==> src/rtl/tc_pkg.sv <==
package tc_pkg;
  typedef enum logic [1:0] {
    TM_HOLD_A  = 2'b00,
    TM_FULL16  = 2'b01,
    TM_RELOAD8 = 2'b10,
    TM_HOLD_B  = 2'b11
  } tc_mode_e;

  typedef struct packed {
    logic     ext_src;
    tc_mode_e mode;
  } tc_cfg_t;
endpackage

==> src/rtl/tc_prescale.sv <==
module tc_prescale #(
  parameter int PRESCALE = 12,
  localparam int CW = (PRESCALE > 1) ? $clog2(PRESCALE) : 1
) (
  input  logic clk,
  input  logic rst,
  output logic tick
);
  logic [CW-1:0] div_q;

  always_ff @(posedge clk) begin
    if (rst)                            div_q <= '0;
    else if (div_q == CW'(PRESCALE-1))  div_q <= '0;
    else                                div_q <= div_q + 1'b1;
  end

  assign tick = (div_q == CW'(PRESCALE-1));

  // ticks are never back to back
  p_tick_gap_r4: assert property (@(posedge clk) disable iff (rst)
    tick |=> !tick);
endmodule

==> src/rtl/tc_edge_sync.sv <==
module tc_edge_sync #(
  parameter int SYNC_STAGES = 2
) (
  input  logic clk,
  input  logic rst,
  input  logic pin,
  input  logic tick,
  output logic fall
);
  logic [SYNC_STAGES-1:0] sync_q;
  logic                   last_q;
  logic                   level;

  always_ff @(posedge clk) begin
    if (rst) sync_q <= '1;
    else     sync_q <= {sync_q[SYNC_STAGES-2:0], pin};
  end

  assign level = sync_q[SYNC_STAGES-1];

  always_ff @(posedge clk) begin
    if (rst)       last_q <= 1'b1;
    else if (tick) last_q <= level;
  end

  assign fall = tick && last_q && !level;

  // one detected edge never repeats on the following clock
  p_fall_single_r7: assert property (@(posedge clk) disable iff (rst)
    fall |=> !fall);
endmodule

==> src/rtl/tc_channel.sv <==
module tc_channel
  import tc_pkg::*;
#(
  parameter int BYTE_W = 8,
  localparam int CNT_W = 2*BYTE_W
) (
  input  logic              clk,
  input  logic              rst,
  input  tc_cfg_t           cfg,
  input  logic              tick,
  input  logic              ext_fall,
  input  logic              run,
  input  logic              clr,
  input  logic              wr_lo,
  input  logic              wr_hi,
  input  logic [BYTE_W-1:0] wr_data,
  output logic [CNT_W-1:0]  count_q,
  output logic              flag_q,
  output logic              pulse_q
);
  logic [BYTE_W-1:0] lo_q, hi_q;
  logic active, step, wrap8, wrap16, ovf;

  always_comb begin
    active = (cfg.mode == TM_FULL16) || (cfg.mode == TM_RELOAD8);
    step   = run && active && (cfg.ext_src ? ext_fall : tick) && !wr_lo && !wr_hi;
    wrap8  = &lo_q;
    wrap16 = wrap8 && (&hi_q);
    ovf    = step && ((cfg.mode == TM_FULL16) ? wrap16 : wrap8);
  end

  always_ff @(posedge clk) begin
    if (rst) begin
      lo_q    <= '0;
      hi_q    <= '0;
      flag_q  <= 1'b0;
      pulse_q <= 1'b0;
    end else begin
      if (wr_lo)
        lo_q <= wr_data;
      else if (step)
        lo_q <= (cfg.mode == TM_RELOAD8 && wrap8) ? hi_q : lo_q + 1'b1;

      if (wr_hi)
        hi_q <= wr_data;
      else if (step && cfg.mode == TM_FULL16 && wrap8)
        hi_q <= hi_q + 1'b1;

      if (ovf)      flag_q <= 1'b1;
      else if (clr) flag_q <= 1'b0;

      pulse_q <= ovf;
    end
  end

  assign count_q = {hi_q, lo_q};

  // stopped and unwritten means frozen
  p_freeze_r2: assert property (@(posedge clk) disable iff (rst)
    (!run && !wr_lo && !wr_hi) |=> $stable(count_q));
  // reload mode never alters the high byte on its own
  p_reload_hi_r6: assert property (@(posedge clk) disable iff (rst)
    (cfg.mode == TM_RELOAD8 && !wr_hi) |=> $stable(hi_q));
  // flag persists without a clear
  p_sticky_r8: assert property (@(posedge clk) disable iff (rst)
    (flag_q && !clr) |=> flag_q);
  // strobe comes with the flag
  p_pulse_flag_r9: assert property (@(posedge clk) disable iff (rst)
    pulse_q |-> flag_q);
  // written byte lands unaltered
  p_write_wins_r10: assert property (@(posedge clk) disable iff (rst)
    wr_lo |=> (lo_q == $past(wr_data)));
endmodule

==> src/rtl/duo_tc.sv <==
module duo_tc
  import tc_pkg::*;
#(
  parameter int NCH         = 2,
  parameter int BYTE_W      = 8,
  parameter int PRESCALE    = 12,
  parameter int SYNC_STAGES = 2,
  localparam int ADDR_W = $clog2(2*NCH+1),
  localparam int CNT_W  = 2*BYTE_W
) (
  input  logic               clk,
  input  logic               rst,
  input  logic               wr_en,
  input  logic [ADDR_W-1:0]  wr_addr,
  input  logic [BYTE_W-1:0]  wr_data,
  input  logic [NCH-1:0]     run,
  input  logic [NCH-1:0]     flag_clr,
  input  logic [NCH-1:0]     ext_pin,
  output logic [NCH*CNT_W-1:0] count_q,
  output logic [NCH-1:0]     ovf_flag,
  output logic [NCH-1:0]     ovf_pulse
);
  logic tick;
  logic cfg_wr;

  assign cfg_wr = wr_en && (wr_addr == '0);

  tc_prescale #(.PRESCALE(PRESCALE)) u_pre (
    .clk (clk),
    .rst (rst),
    .tick(tick)
  );

  for (genvar c = 0; c < NCH; c++) begin : g_ch
    tc_cfg_t cfg_q;
    logic    fall, wr_lo, wr_hi;

    always_ff @(posedge clk) begin
      if (rst)         cfg_q <= '0;
      else if (cfg_wr) cfg_q <= tc_cfg_t'(wr_data[4*c +: 3]);
    end

    assign wr_lo = wr_en && (wr_addr == ADDR_W'(2*c+1));
    assign wr_hi = wr_en && (wr_addr == ADDR_W'(2*c+2));

    tc_edge_sync #(.SYNC_STAGES(SYNC_STAGES)) u_edge (
      .clk (clk),
      .rst (rst),
      .pin (ext_pin[c]),
      .tick(tick),
      .fall(fall)
    );

    tc_channel #(.BYTE_W(BYTE_W)) u_chan (
      .clk     (clk),
      .rst     (rst),
      .cfg     (cfg_q),
      .tick    (tick),
      .ext_fall(fall),
      .run     (run[c]),
      .clr     (flag_clr[c]),
      .wr_lo   (wr_lo),
      .wr_hi   (wr_hi),
      .wr_data (wr_data),
      .count_q (count_q[c*CNT_W +: CNT_W]),
      .flag_q  (ovf_flag[c]),
      .pulse_q (ovf_pulse[c])
    );
  end
endmodule

==> config.mk <==
export PLATFORM = sky130hd
export DESIGN_NAME = duo_tc
export DESIGN_NICKNAME = d
export VERILOG_FILES = /design/src/rtl/tc_pkg.sv /design/src/rtl/tc_prescale.sv /design/src/rtl/tc_edge_sync.sv /design/src/rtl/tc_channel.sv /design/src/rtl/duo_tc.sv
export SDC_FILE = /design/constraint.sdc
export NUM_CORES = 1
export LEC_CHECK = 0
export BUFFER_PORTS_ARGS = -buffer_cell sky130_fd_sc_hd__buf_2
export CAP_MARGIN = 20
export CORE_MARGIN = 2
export CORE_UTILIZATION = 30
export DETAILED_ROUTE_END_ITERATION = 16
export HOLD_SLACK_MARGIN = 0.03
export SLEW_MARGIN = 20
export SYNTH_ARGS = -nofsm -noshare
export SYNTH_HDL_FRONTEND = slang
export SYNTH_SLANG_ARGS = --single-unit
==> constraint.sdc <==
create_clock -name clk -period 2.3 [get_ports clk]
set_input_delay 0.69 -clock clk [delete_from_list [all_inputs] [get_ports clk]]
set_output_delay 0.69 -clock clk [all_outputs]
set_load 0.01 [all_outputs]
==> key figures <==
Yosys
  • Ys Warns: 0
  • Cell variety after synth: 58
  • FFs w/ async S/R, synth: 0%
  • Seq/Total Area, Yosys: a little over a third
  • Synthesized flop and latch total: 52
  • Post-Syn Nets: 377
  • Post-Syn Area: 0.00290 sq mm
  • Post-synth EDFFs: 0
  • Syn Inst Count: ~350
  • Top_reg_cell synth: dfxtp_1
  • Synthesized area per cell: 8.33 sq um

Drt
  • Drt first pass iters: 4
  • Initial DRC count: 81
  • Vias per std cell: ~5.2
  • Detail Route Antenna Nets: 0
  • Remaining DRCs: 0
  • WL/cell: 15.2 um
  • Via Count: 2844
  • Final wirelength: just over 8000 um

Clocking
  • Number of buffers on the longest clock path: 2
  • Num Clock Sinks: 52
  • Hold_buf cts: 0
  • Post-CTS Setup Bufs: 0
  • Post-CTS sizing: 0
  • CTS tree: done
  • TritonCTS Buffers: 5
  • Later-pin clock latency in the skew report: about 0.31 ns
  • CTS clk-pin slew, worst paths: about 0.1 ns
  • H-tree depth: 2
  • Root buf cell: clkbuf_8

Timing
  • Clk_skew: between 0.01 and 0.015 ns
  • Final Hold Viols: 0
  • Setup ws final: 0.147 ns
  • Final min period: 2.15 ns
  • Slew @ Worst Pin: 0.550 ns
  • Crit share post-route: 93.6%
  • Highest Clock Rate: 0.464 GHz
  • RSZ-0062 raised after global routing: false
  • Max-slew violations: 0
  • Final setup vio count: 0
  • Slew HR: a little under two thirds

Worst setup path
  • Startpoint types: flop
  • Worst R2R Setup Slack: between 0.1 and 0.15 ns
  • Crit-path max cell delay: 0.39 ns
  • Max FO, Critical Path: 6
  • Origin of the critical flop-to-flop path: g_ch[0].cfg_q[0]
  • Type of the worst setup path: reg2reg
  • Required @ worst endpoint: roughly 2.5 ns
  • CP Data Arrival Time: 2.38 ns
  • R2r endpoint: g_ch[0].u_chan.hi_q[5]
  • Worst Setup End Kind: flop
  • Slowest CP cell: a2111oi_4
  • Worst R2R Path Depth: 7
  • Crit-path cells: inv_1, ha_1, nand2b_1, a2111oi_4, nand4_2, or3_1, a311oi_1

Finish
  • Filler Cell Count: 969
  • Ant. Diodes: 0
  • Commonest cells after routing, fill and taps aside: buf_2, dfxtp_1, nor2_1
  • Area grow syn2layout: 23.8%
  • Post-layout nets: 443
  • Leading cell type in the layout, fill and taps excluded: buf_2
  • Layout cells sized above 1: 25.3%

Die
  • FP Rows: 35
  • Die width: 102 um
  • Die height: approximately 100 um
  • Core footprint: 0.00933 sq mm
  • Initial Utilization: 31.1%
  • IO Pins: 56
  • Die Footprint: 0.0105 sq mm

Placement
  • Detail Placement HPWL: 6320 um
  • Port Buffers: 55
  • Gp weighted congestion: 0.862
  • Pre-CTS WS: -0.0375 ns

Hold path
  • Hold Crit Start: g_ch[0].u_edge.sync_q[0]
  • WHS Path Cells: 1
  • Worst Hold Path EP: g_ch[0].u_edge.sync_q[1]
  • Worst Hold Class: reg2reg

Pwr
  • PwrDens: 496 mW/mm^2
  • Total chip power: between 1.5 and 2 mW
  • P_leak: 1.45 nW
  • VDD IR max: 0.225 mV

GRT
  • Gr usage total: approximately 17%
  • Pin count of the biggest net entering global routing: 29
  • Initial antenna violation count: 0
  • GR Overflow Total: 0
  • First-pass GRT wire length: 13700 um
  • Number of global-route vias before repair: 2757

Run status
  • Outcome: finished clean

Run
  • Max cap viols: 0
## synth_stat cells, drive strengths merged, types with 5 or more instances
| cell type | number | area share, % |
|---|---|---|
| o21ai | 10 | 1.7 |
| and3 | 5 | 1.1 |
| a21oi | 11 | 1.9 |
| inv | 10 | 1.3 |
| nand3 | 18 | 3.1 |
| o211ai | 5 | 1.3 |
| nor2 | 40 | 5.2 |
| ha | 9 | 3.9 |
| nand2 | 28 | 3.6 |
| nand4 | 9 | 2.2 |
| mux2i | 8 | 2.8 |
| nand3b | 6 | 1.6 |
| nor3 | 9 | 1.6 |
| and4 | 5 | 1.5 |
| xor2 | 5 | 1.5 |
| buf | 10 | 2.0 |
| clkbuf | 15 | 1.9 |
| or3 | 6 | 1.3 |
| xnor2 | 8 | 2.4 |
| dfxtp | 52 | 36 |
| or2 | 6 | 1.3 |
| a31oi | 8 | 1.7 |
| a211oi | 12 | 3.1 |
## flip-flops by register name, indices dropped and copies added, names as in the netlist
signal / count
g_ch.u_edge.last_q: 2
g_ch.u_chan.hi_q: 16
g_ch.u_chan.lo_q: 16
u_pre.div_q: 4
g_ch.u_chan.flag_q: 2
g_ch.cfg_q: 6
g_ch.u_chan.pulse_q: 2
g_ch.u_edge.sync_q: 4
## routing by layer
layer	vias up	share of wire (%)	track usage (%)
li1	1405	-	-
met1	1340	45	22.5
met2	88	45	27.0
met3	11	7.7	3.90
met4	0	1.7	4.51
met5	-	0	0
## power breakdown
part / switching (mW) / total [mW] / leakage (nW) / internal, mW
logic: 0.0962 / 0.175 / 0.973 / 0.0789
clock network: 0.318 / 0.648 / 0.0558 / 0.330
registers: 0.0308 / 0.957 / 0.423 / 0.926
total: 0.445 / 1.78 / 1.45 / 1.33
## stage by stage
| step | area, sq um | std cells | TNS [ns] | hold WS [ns] | util [%] |
|---|---|---|---|---|---|
| after floorplan | 2900 | 348 | 0 | 0.389 | - |
| after global placement | 3460 | 536 | 0 | 0.395 | 37.1 |
| after detailed placement | 3460 | 536 | -0.0661 | 0.393 | 37.1 |
| after CTS | 3570 | 544 | 0 | 0.416 | 38.3 |
| after global routing | 3590 | 544 | 0 | 0.430 | 38.5 |
| final | 3590 | 544 | 0 | 0.413 | 38.5 |
## final cells by class
cell class	count	area, sq um	share of cell area, %
inverters	10	37.5	1.05
repair buffers	84	505	14.1
flip-flops and latches	52	1040	29.0
multi-input cells	261	1730	48.3
clock inverters	2	38.8	1.08
clock buffers	6	72.6	2.02
well taps	129	161	4.49
## logic make-up (layout without fill, tap and decap cells)
group	Yosys count	after routing	synth area share, %
simple gates	158	158	29.7
buf+inv	35	102	5.22
fa+ha+maj	9	9	3.88
mux	9	9	3.15
xor+xnor	13	13	3.93
flops	52	52	35.9
compound gates	72	72	18.2
## worst max-delay path: cells and delay by family (launching register included)
family | cells | cell delay (ns)
and+or+nand+nor | 3 | 0.76
AOI/OAI and AO/OA | 2 | 0.63
DFF | 1 | 0.34
adders and majority gates | 1 | 0.28
buffers and inverters | 1 | 0.06
## worst max-delay path by stage
stage / endpoint / start
2_1_floorplan: g_ch[0].u_chan.hi_q[5] / wr_addr[2]
3_3_place_gp: g_ch[0].u_chan.hi_q[5] / wr_addr[2]
3_5_place_dp: g_ch[0].u_chan.hi_q[5] / wr_addr[2]
4_1_cts: g_ch[0].u_chan.hi_q[5] / g_ch[0].cfg_q[0]
5_1_grt: g_ch[0].u_chan.lo_q[4] / g_ch[0].cfg_q[0]
6_report: g_ch[0].u_chan.hi_q[5] / g_ch[0].cfg_q[0]
No activity file was read; power rests on OpenSTA's default activity.
